===== src/rtl/radio_seq_pkg.sv =====
package radio_seq_pkg;

  typedef enum logic [3:0] {
    S_INIT,
    S_PWR,
    S_RX_IDLE,
    S_LOAD,
    S_SETTLE,
    S_RX_READY,
    S_GAP_TX,
    S_TX_SW,
    S_TX_PRE,
    S_TX_READY,
    S_GAP_RX,
    S_RX_SW
  } seq_state_e;

  // strobes from control to datapath
  typedef struct packed {
    logic timerClr;
    logic preToggle;
    logic setChanErr;
    logic setLockFail;
    logic clrFlags;
  } dp_ctl_t;

endpackage


===== src/rtl/radio_seq_dp.sv =====
module radio_seq_dp
  import radio_seq_pkg::*;
#(
  parameter int CLK_PER_MS = 50000,
  parameter int MS_W = 6
) (
  input  logic            clk,
  input  logic            rst_n,
  input  dp_ctl_t         ctl,
  output logic [MS_W-1:0] msCount,
  output logic            msEdge,
  output logic            preBit,
  output logic            chanErr,
  output logic            lockFail
);

  localparam int PS_W = $clog2(CLK_PER_MS + 1);
  localparam logic [PS_W-1:0] PS_LAST = PS_W'(CLK_PER_MS - 1);
  localparam logic [MS_W-1:0] MS_SAT = '1;

  logic [PS_W-1:0] psCnt;
  logic            tick;

  assign tick = (psCnt == PS_LAST);

  // millisecond prescaler and elapsed-ms counter, restarted on state change
  always_ff @(posedge clk) begin
    if (!rst_n || ctl.timerClr) begin
      psCnt   <= '0;
      msCount <= '0;
      msEdge  <= 1'b0;
    end else begin
      msEdge <= tick;
      if (tick) begin
        psCnt <= '0;
        if (msCount != MS_SAT) msCount <= msCount + 1'b1;
      end else begin
        psCnt <= psCnt + 1'b1;
      end
    end
  end

  // alternating preamble bit, starts at 1 on state entry
  always_ff @(posedge clk) begin
    if (!rst_n || ctl.timerClr) preBit <= 1'b1;
    else if (ctl.preToggle)     preBit <= ~preBit;
  end

  // sticky flags
  always_ff @(posedge clk) begin
    if (!rst_n || ctl.clrFlags) begin
      chanErr  <= 1'b0;
      lockFail <= 1'b0;
    end else begin
      if (ctl.setChanErr)  chanErr  <= 1'b1;
      if (ctl.setLockFail) lockFail <= 1'b1;
    end
  end

endmodule


===== src/rtl/radio_seq_ctrl.sv =====
module radio_seq_ctrl
  import radio_seq_pkg::*;
#(
  parameter int FIRST_LOAD_MS  = 40,
  parameter int NEXT_LOAD_MS   = 20,
  parameter int LOCK_CHECK_MS  = 20,
  parameter int MODE_SWITCH_MS = 5,
  parameter int PREAMBLE_MS    = 15,
  parameter int MS_W           = 6
) (
  input  logic            clk,
  input  logic            rst_n,
  input  logic            chanReq,
  input  logic            txReq,
  input  logic            rxReq,
  input  logic            loadDone,
  input  logic            lockDet,
  input  logic [MS_W-1:0] msCount,
  input  logic            msEdge,
  output dp_ctl_t         ctl,
  output logic            pwrEn,
  output logic            rxSelN,
  output logic            txSelN,
  output logic            loadReq,
  output logic            rxReady,
  output logic            txReady,
  output logic            preambleOn
);

  localparam logic [MS_W-1:0] T_FIRST = MS_W'(FIRST_LOAD_MS);
  localparam logic [MS_W-1:0] T_NEXT  = MS_W'(NEXT_LOAD_MS);
  localparam logic [MS_W-1:0] T_LOCK  = MS_W'(LOCK_CHECK_MS);
  localparam logic [MS_W-1:0] T_SW    = MS_W'(MODE_SWITCH_MS);
  localparam logic [MS_W-1:0] T_PRE   = MS_W'(PREAMBLE_MS);

  seq_state_e state, nextState;
  logic firstPending;
  logic longSettle;
  logic [MS_W-1:0] settleTarget;
  logic inTx;

  assign settleTarget = longSettle ? T_FIRST : T_NEXT;
  assign inTx = (state == S_TX_SW) || (state == S_TX_PRE) || (state == S_TX_READY);

  always_comb begin
    nextState = state;
    ctl       = '0;
    case (state)
      S_INIT:    nextState = S_PWR;
      S_PWR:     nextState = S_RX_IDLE;
      S_RX_IDLE: if (chanReq) begin
                   nextState    = S_LOAD;
                   ctl.clrFlags = 1'b1;
                 end
      S_LOAD:    if (loadDone) nextState = S_SETTLE;
      S_SETTLE:  if (msEdge && msCount == T_LOCK && !lockDet) begin
                   nextState       = S_RX_IDLE;
                   ctl.setLockFail = 1'b1;
                 end else if (msEdge && msCount == settleTarget) begin
                   nextState = S_RX_READY;
                 end
      S_RX_READY: if (chanReq) begin
                    nextState    = S_LOAD;
                    ctl.clrFlags = 1'b1;
                  end else if (txReq) begin
                    nextState = S_GAP_TX;
                  end
      S_GAP_TX:  nextState = S_TX_SW;
      S_TX_SW:   if (rxReq) nextState = S_GAP_RX;
                 else if (msEdge && msCount == T_SW) nextState = S_TX_PRE;
      S_TX_PRE:  if (rxReq) nextState = S_GAP_RX;
                 else if (msEdge && msCount == T_PRE) nextState = S_TX_READY;
      S_TX_READY: if (rxReq) nextState = S_GAP_RX;
      S_GAP_RX:  nextState = S_RX_SW;
      S_RX_SW:   if (msEdge && msCount == T_SW) nextState = S_RX_READY;
      default:   nextState = S_INIT;
    endcase
    if (inTx && chanReq) ctl.setChanErr = 1'b1;
    ctl.timerClr  = (nextState != state);
    ctl.preToggle = (state == S_TX_PRE);
  end

  always_ff @(posedge clk) begin
    if (!rst_n) begin
      state        <= S_INIT;
      firstPending <= 1'b1;
      longSettle   <= 1'b0;
    end else begin
      state <= nextState;
      if (state == S_LOAD && loadDone) begin
        longSettle   <= firstPending;
        firstPending <= 1'b0;
      end
    end
  end

  // Moore output decode
  always_comb begin
    pwrEn      = (state != S_INIT);
    rxSelN     = 1'b1;
    txSelN     = 1'b1;
    loadReq    = (state == S_LOAD);
    rxReady    = (state == S_RX_READY);
    txReady    = (state == S_TX_READY);
    preambleOn = (state == S_TX_PRE);
    case (state)
      S_RX_IDLE, S_LOAD, S_SETTLE, S_RX_READY, S_RX_SW: rxSelN = 1'b0;
      S_TX_SW, S_TX_PRE, S_TX_READY:                    txSelN = 1'b0;
      default: ;
    endcase
  end

endmodule


===== src/rtl/radio_seq_top.sv =====
module radio_seq_top
  import radio_seq_pkg::*;
#(
  parameter int CLK_PER_MS     = 50000,
  parameter int FIRST_LOAD_MS  = 40,
  parameter int NEXT_LOAD_MS   = 20,
  parameter int LOCK_CHECK_MS  = 20,
  parameter int MODE_SWITCH_MS = 5,
  parameter int PREAMBLE_MS    = 15
) (
  input  logic clk,
  input  logic rst_n,
  input  logic chanReq,
  input  logic txReq,
  input  logic rxReq,
  input  logic loadDone,
  input  logic lockDet,
  output logic pwrEn,
  output logic rxSelN,
  output logic txSelN,
  output logic loadReq,
  output logic rxReady,
  output logic txReady,
  output logic preambleOn,
  output logic preambleBit,
  output logic chanErr,
  output logic lockFail
);

  localparam int M1 = (FIRST_LOAD_MS > NEXT_LOAD_MS) ? FIRST_LOAD_MS : NEXT_LOAD_MS;
  localparam int M2 = (LOCK_CHECK_MS > MODE_SWITCH_MS) ? LOCK_CHECK_MS : MODE_SWITCH_MS;
  localparam int M3 = (M1 > M2) ? M1 : M2;
  localparam int MAX_MS = (M3 > PREAMBLE_MS) ? M3 : PREAMBLE_MS;
  localparam int MS_W = $clog2(MAX_MS + 2);

  dp_ctl_t ctl;
  logic [MS_W-1:0] msCount;
  logic msEdge;
  logic preBit;

  radio_seq_ctrl #(
    .FIRST_LOAD_MS (FIRST_LOAD_MS),
    .NEXT_LOAD_MS  (NEXT_LOAD_MS),
    .LOCK_CHECK_MS (LOCK_CHECK_MS),
    .MODE_SWITCH_MS(MODE_SWITCH_MS),
    .PREAMBLE_MS   (PREAMBLE_MS),
    .MS_W          (MS_W)
  ) u_ctrl (
    .clk       (clk),
    .rst_n     (rst_n),
    .chanReq   (chanReq),
    .txReq     (txReq),
    .rxReq     (rxReq),
    .loadDone  (loadDone),
    .lockDet   (lockDet),
    .msCount   (msCount),
    .msEdge    (msEdge),
    .ctl       (ctl),
    .pwrEn     (pwrEn),
    .rxSelN    (rxSelN),
    .txSelN    (txSelN),
    .loadReq   (loadReq),
    .rxReady   (rxReady),
    .txReady   (txReady),
    .preambleOn(preambleOn)
  );

  radio_seq_dp #(
    .CLK_PER_MS(CLK_PER_MS),
    .MS_W      (MS_W)
  ) u_dp (
    .clk     (clk),
    .rst_n   (rst_n),
    .ctl     (ctl),
    .msCount (msCount),
    .msEdge  (msEdge),
    .preBit  (preBit),
    .chanErr (chanErr),
    .lockFail(lockFail)
  );

  assign preambleBit = preambleOn & preBit;

endmodule


===== config.mk =====
export PLATFORM = sky130hd
export DESIGN_NAME = radio_seq_top
export DESIGN_NICKNAME = d
export VERILOG_FILES = /design/src/rtl/radio_seq_pkg.sv /design/src/rtl/radio_seq_dp.sv /design/src/rtl/radio_seq_ctrl.sv /design/src/rtl/radio_seq_top.sv
export SDC_FILE = /design/constraint.sdc
export NUM_CORES = 1
export LEC_CHECK = 0
export ABC_AREA = 1
export BUFFER_PORTS_ARGS = -buffer_cell sky130_fd_sc_hd__buf_2
export CAP_MARGIN = 20
export CELL_PAD_IN_SITES_DETAIL_PLACEMENT = 0
export CELL_PAD_IN_SITES_GLOBAL_PLACEMENT = 2
export CORE_UTILIZATION = 34
export DETAILED_ROUTE_END_ITERATION = 12
export GPL_ROUTABILITY_DRIVEN = 1
export PLACE_DENSITY = 0.95
export SLEW_MARGIN = 20
export SYNTH_ARGS = -nofsm -noshare
export SYNTH_HDL_FRONTEND = slang
export SYNTH_HIERARCHICAL = 1
export SYNTH_SLANG_ARGS = --single-unit

===== constraint.sdc =====
create_clock -name clk -period 3.3 [get_ports clk]
set_clock_uncertainty 0.05 [all_clocks]
set_input_delay 0.495 -clock clk [delete_from_list [all_inputs] [get_ports clk]]
set_output_delay 0.495 -clock clk [all_outputs]
set_load 0.03 [all_outputs]

==> results by group <==
GRT
  – Global-route wire length before repair: roughly 8.3 mm
  – Vias in the first global route: between 1.5k and 2k
  – GRT overflow: 0
  – GRT Total Usage: between 10% and 20%
  – Largest net degree at the start of global routing: 17
  – Initial antenna violation count: 0

Synthesis
  – Avg Synthesized Cell Area: about 6 um^2
  – FF+latch count, synth: 32
  – Top post-synthesis cells by area: dfxtp_1, nand2_1, nor2_1
  – Seq/Total Area, Yosys: between 30 and 40%
  – Yosys warns: 6
  – Syn nets: 357
  – Top cell type's share of synthesized area: a little under a third
  – Post-synthesis cell count: around 350
  – Synth unique cells: 31
  – Synthesized cell area: 2080 um^2
  – Largest area contributor in the netlist: dfxtp_1

Floorplan
  – Core area: 5920 um^2
  – I/O pin total: 17
  – Row Count: 28
  – Die Ht: ~80 um
  – Die width: 80.2 um
  – Initial Util: around a third
  – DIE AREA: 6440 um^2

Min path
  – Hold Path Origin: rst_n
  – Min-Delay Path Depth: 2
  – Hold Path End: u_ctrl/firstPending
  – Hold WC Path Type: primary input to flop

STA
  – Hold Vio Cnt, Final: 0
  – Setup TNS: 0 ns
  – Fin crit period: ~2.3 ns
  – Final setup violation count: 0
  – Highest Clock Rate: between 400 and 500 MHz
  – Final Max Slew Viols: 0
  – Worst slew margin: 76.2%
  – Worst slew pin tran: roughly 0.36 ns
  – RSZ-0062 raised after global routing: false
  – Part of the cycle the worst path needs: between 60% and 70%

Power
  – P_leak: around 1.0 nW
  – VDD IR-drop max: roughly 0.00023 V
  – PwrDens: slightly above 400 nW/um^2
  – Total power: around 0.00095 W

Critical path
  – FF-to-FF End: u_dp/psCnt[11]
  – Reg-to-reg slack, setup: around 1.0 ns
  – Setup Crit Path Kind: flop to flop
  – Worst r2r src: u_ctrl/state[1]
  – Worst Path Required: 3.45 ns
  – Crit Path Max Fanout: 16
  – CP Capture Type: flop
  – WP data arrival: 2.42 ns
  – Startpoint type of the worst setup path: flop
  – R2R depth: 13

Layout
  – Finished Cell Area: 2320 um^2
  – Layout area overhead: 11.6%
  – Final #Nets: roughly 380
  – Ant. Diodes: 0
  – Cell Count, Final, Fillers Out: about 450
  – Layout cells sized above 1: roughly 14%
  – Final core utilization: 39.2%

Clock tree
  – CTS Buf Count: 5
  – CTS tree: built
  – CTS hold repair buffers: 0
  – Clock Pin Slew Worst Setup and Hold Paths: ~0.070 ns
  – H-tree Lvls: 2
  – Clock Sinks: 32
  – Post-CTS sizing: 0
  – Postcts setup bufs: 0
  – Max clock buf depth: 2
  – Clock Root Buffer: clkbuf_8
  – Clk_lat worst skew: about 0.28 ns

Placement
  – I/O Buffers: 16
  – DP Cell Count: between 400 and 500
  – Post-DP HPWL: around 3.9 mm
  – Placed cell area: roughly 2200 um^2
  – Final GP Congestion: 0.833

Detailed routing
  – Via count: 2076
  – Detailed Route Iter0 Violations: 86
  – Avg WL per Cell: around 11 um
  – Via density: 4.67
  – First-pass iteration count of the detailed router: 4
  – DRC viols: 0
  – Final ANT Viol Nets: 0
  – Post-Route WL: between 4 and 5 mm

Run
  – Max-cap violations: 0

Status
  – Status: complete, no violations
logic make-up (layout without fill, tap and decap cells):
kind of cell | Yosys count | count (layout) | share of synthesized area (%)
simple gates | 231 | 231 | 48.9
flops | 32 | 32 | 30.8
xor+xnor | 5 | 5 | 2.11
buf+inv | 54 | 76 | 10.5
fa+ha+maj | 2 | 2 | 1.20
compound gates | 24 | 24 | 6.49
area by class of cell:
class                      instances  area [um^2]
fill                             651         3600
multi-input combinational        262         1220
tap                               75         93.8
timing repair buffer              16         80.1
sequential                        32          641
clock buffer                       8         90.1
inverter                          52          196
layout by cell type (no fill, tap or decap), drive strengths merged:
| cell type | synthesis | layout |
|---|---|---|
| nand2 | 95 | 95 |
| nor2 | 87 | 87 |
| inv | 51 | 51 |
| dfxtp | 32 | 32 |
| nand3 | 32 | 32 |
| buf | 2 | 16 |
| a21oi | 14 | 14 |
| clkbuf | 0 | 8 |
| nor3 | 7 | 7 |
| o21ai | 6 | 6 |
| nand4 | 5 | 5 |
| xor2 | 3 | 3 |
| xnor2 | 2 | 2 |
| or2 | 2 | 2 |
| ha | 2 | 2 |
| o211ai | 1 | 1 |
| a221oi | 1 | 1 |
| a211oi | 1 | 1 |
| clkinv | 1 | 1 |
| and3 | 1 | 1 |
| nor4 | 1 | 1 |
| nand3b | 1 | 1 |
| o21a | 1 | 1 |
worst max-delay path, stage by stage, from the launching register on:
cell and delay, ns:
dfxtp_1 0.39, nand2_2 0.17, inv_2 0.09, o21ai_0 0.18, nand3_1 0.10, nor2_1 0.18, nand3_2 0.10, nand2_1 0.06
inv_1 0.03, nor2_1 0.10, nand2_1 0.11, nor2_4 0.24, nand2_4 0.17, nor3_1 0.20
through the flow:
step | hold WS, ns | setup WS, ns
2_1_floorplan | 0.364 | 1.07
3_3_place_gp | 0.374 | 1.04
3_5_place_dp | 0.377 | 1.04
4_1_cts | 0.389 | 1.02
5_1_grt | 0.404 | 0.667
6_report | 0.393 | 1.03
synth_stat cells:
| library cell | count |
|---|---|
| a211oi_1 | 1 |
| buf_8 | 1 |
| nand4_1 | 5 |
| nand3_1 | 30 |
| dfxtp_1 | 32 |
| nand2_4 | 1 |
| nor3_1 | 7 |
| inv_2 | 7 |
| clkinv_2 | 1 |
| nor2_1 | 77 |
| xnor2_1 | 2 |
| inv_1 | 44 |
| nand3_2 | 2 |
| o21a_1 | 1 |
| nor2_4 | 4 |
| nor2_2 | 6 |
| a21oi_1 | 13 |
| o211ai_1 | 1 |
| and3_1 | 1 |
| nand2_1 | 89 |
| xor2_1 | 3 |
| or2_2 | 2 |
| nor4_1 | 1 |
| a21oi_2 | 1 |
| nand3b_1 | 1 |
| nand2_2 | 5 |
| o21ai_1 | 2 |
| a221oi_1 | 1 |
| o21ai_0 | 4 |
| buf_4 | 1 |
| ha_1 | 2 |
sequential cells by signal, indices dropped and copies added (netlist names):
| signal | flops |
|---|---|
| u_ctrl/longSettle | 1 |
| u_dp/chanErr | 1 |
| u_dp/preBit | 1 |
| u_dp/psCnt | 16 |
| u_dp/lockFail | 1 |
| u_ctrl/firstPending | 1 |
| u_dp/msCount | 6 |
| u_dp/msEdge | 1 |
| u_ctrl/state | 4 |
routing by layer:
layer  share of wire [%]  track usage, %  up-vias
met5                   0               0        -
met4                 1.3            7.14        0
met3                 3.5            3.98        6
met2                  50            29.9       34
met1                  45            18.6      907
li1                    -               -     1129
report_power, final:
| group | internal [W] | switching (W) |
|---|---|---|
| sequential | 0.000401 | 0.0000185 |
| combinational | 0.0000693 | 0.000155 |
| clock | 0.000170 | 0.000140 |
| total | 0.000640 | 0.000314 |
worst max path at each step:
| stage | start | end | slack [ns] | cells after the start |
|---|---|---|---|---|
| 5_1_grt | u_ctrl/state[1] | u_dp/psCnt[11] | 0.67 | 14 |
| 3_5_place_dp | u_ctrl/state[2] | u_dp/psCnt[11] | 1.04 | 13 |
| 4_1_cts | u_ctrl/state[2] | u_dp/psCnt[11] | 1.02 | 13 |
| 6_report | u_ctrl/state[1] | u_dp/psCnt[11] | 1.03 | 13 |
| 3_3_place_gp | u_ctrl/state[2] | u_dp/psCnt[11] | 1.04 | 13 |
| 2_1_floorplan | u_ctrl/state[2] | u_dp/psCnt[14] | 1.07 | 13 |
Note: power is estimated with default switching activity, not from simulation.
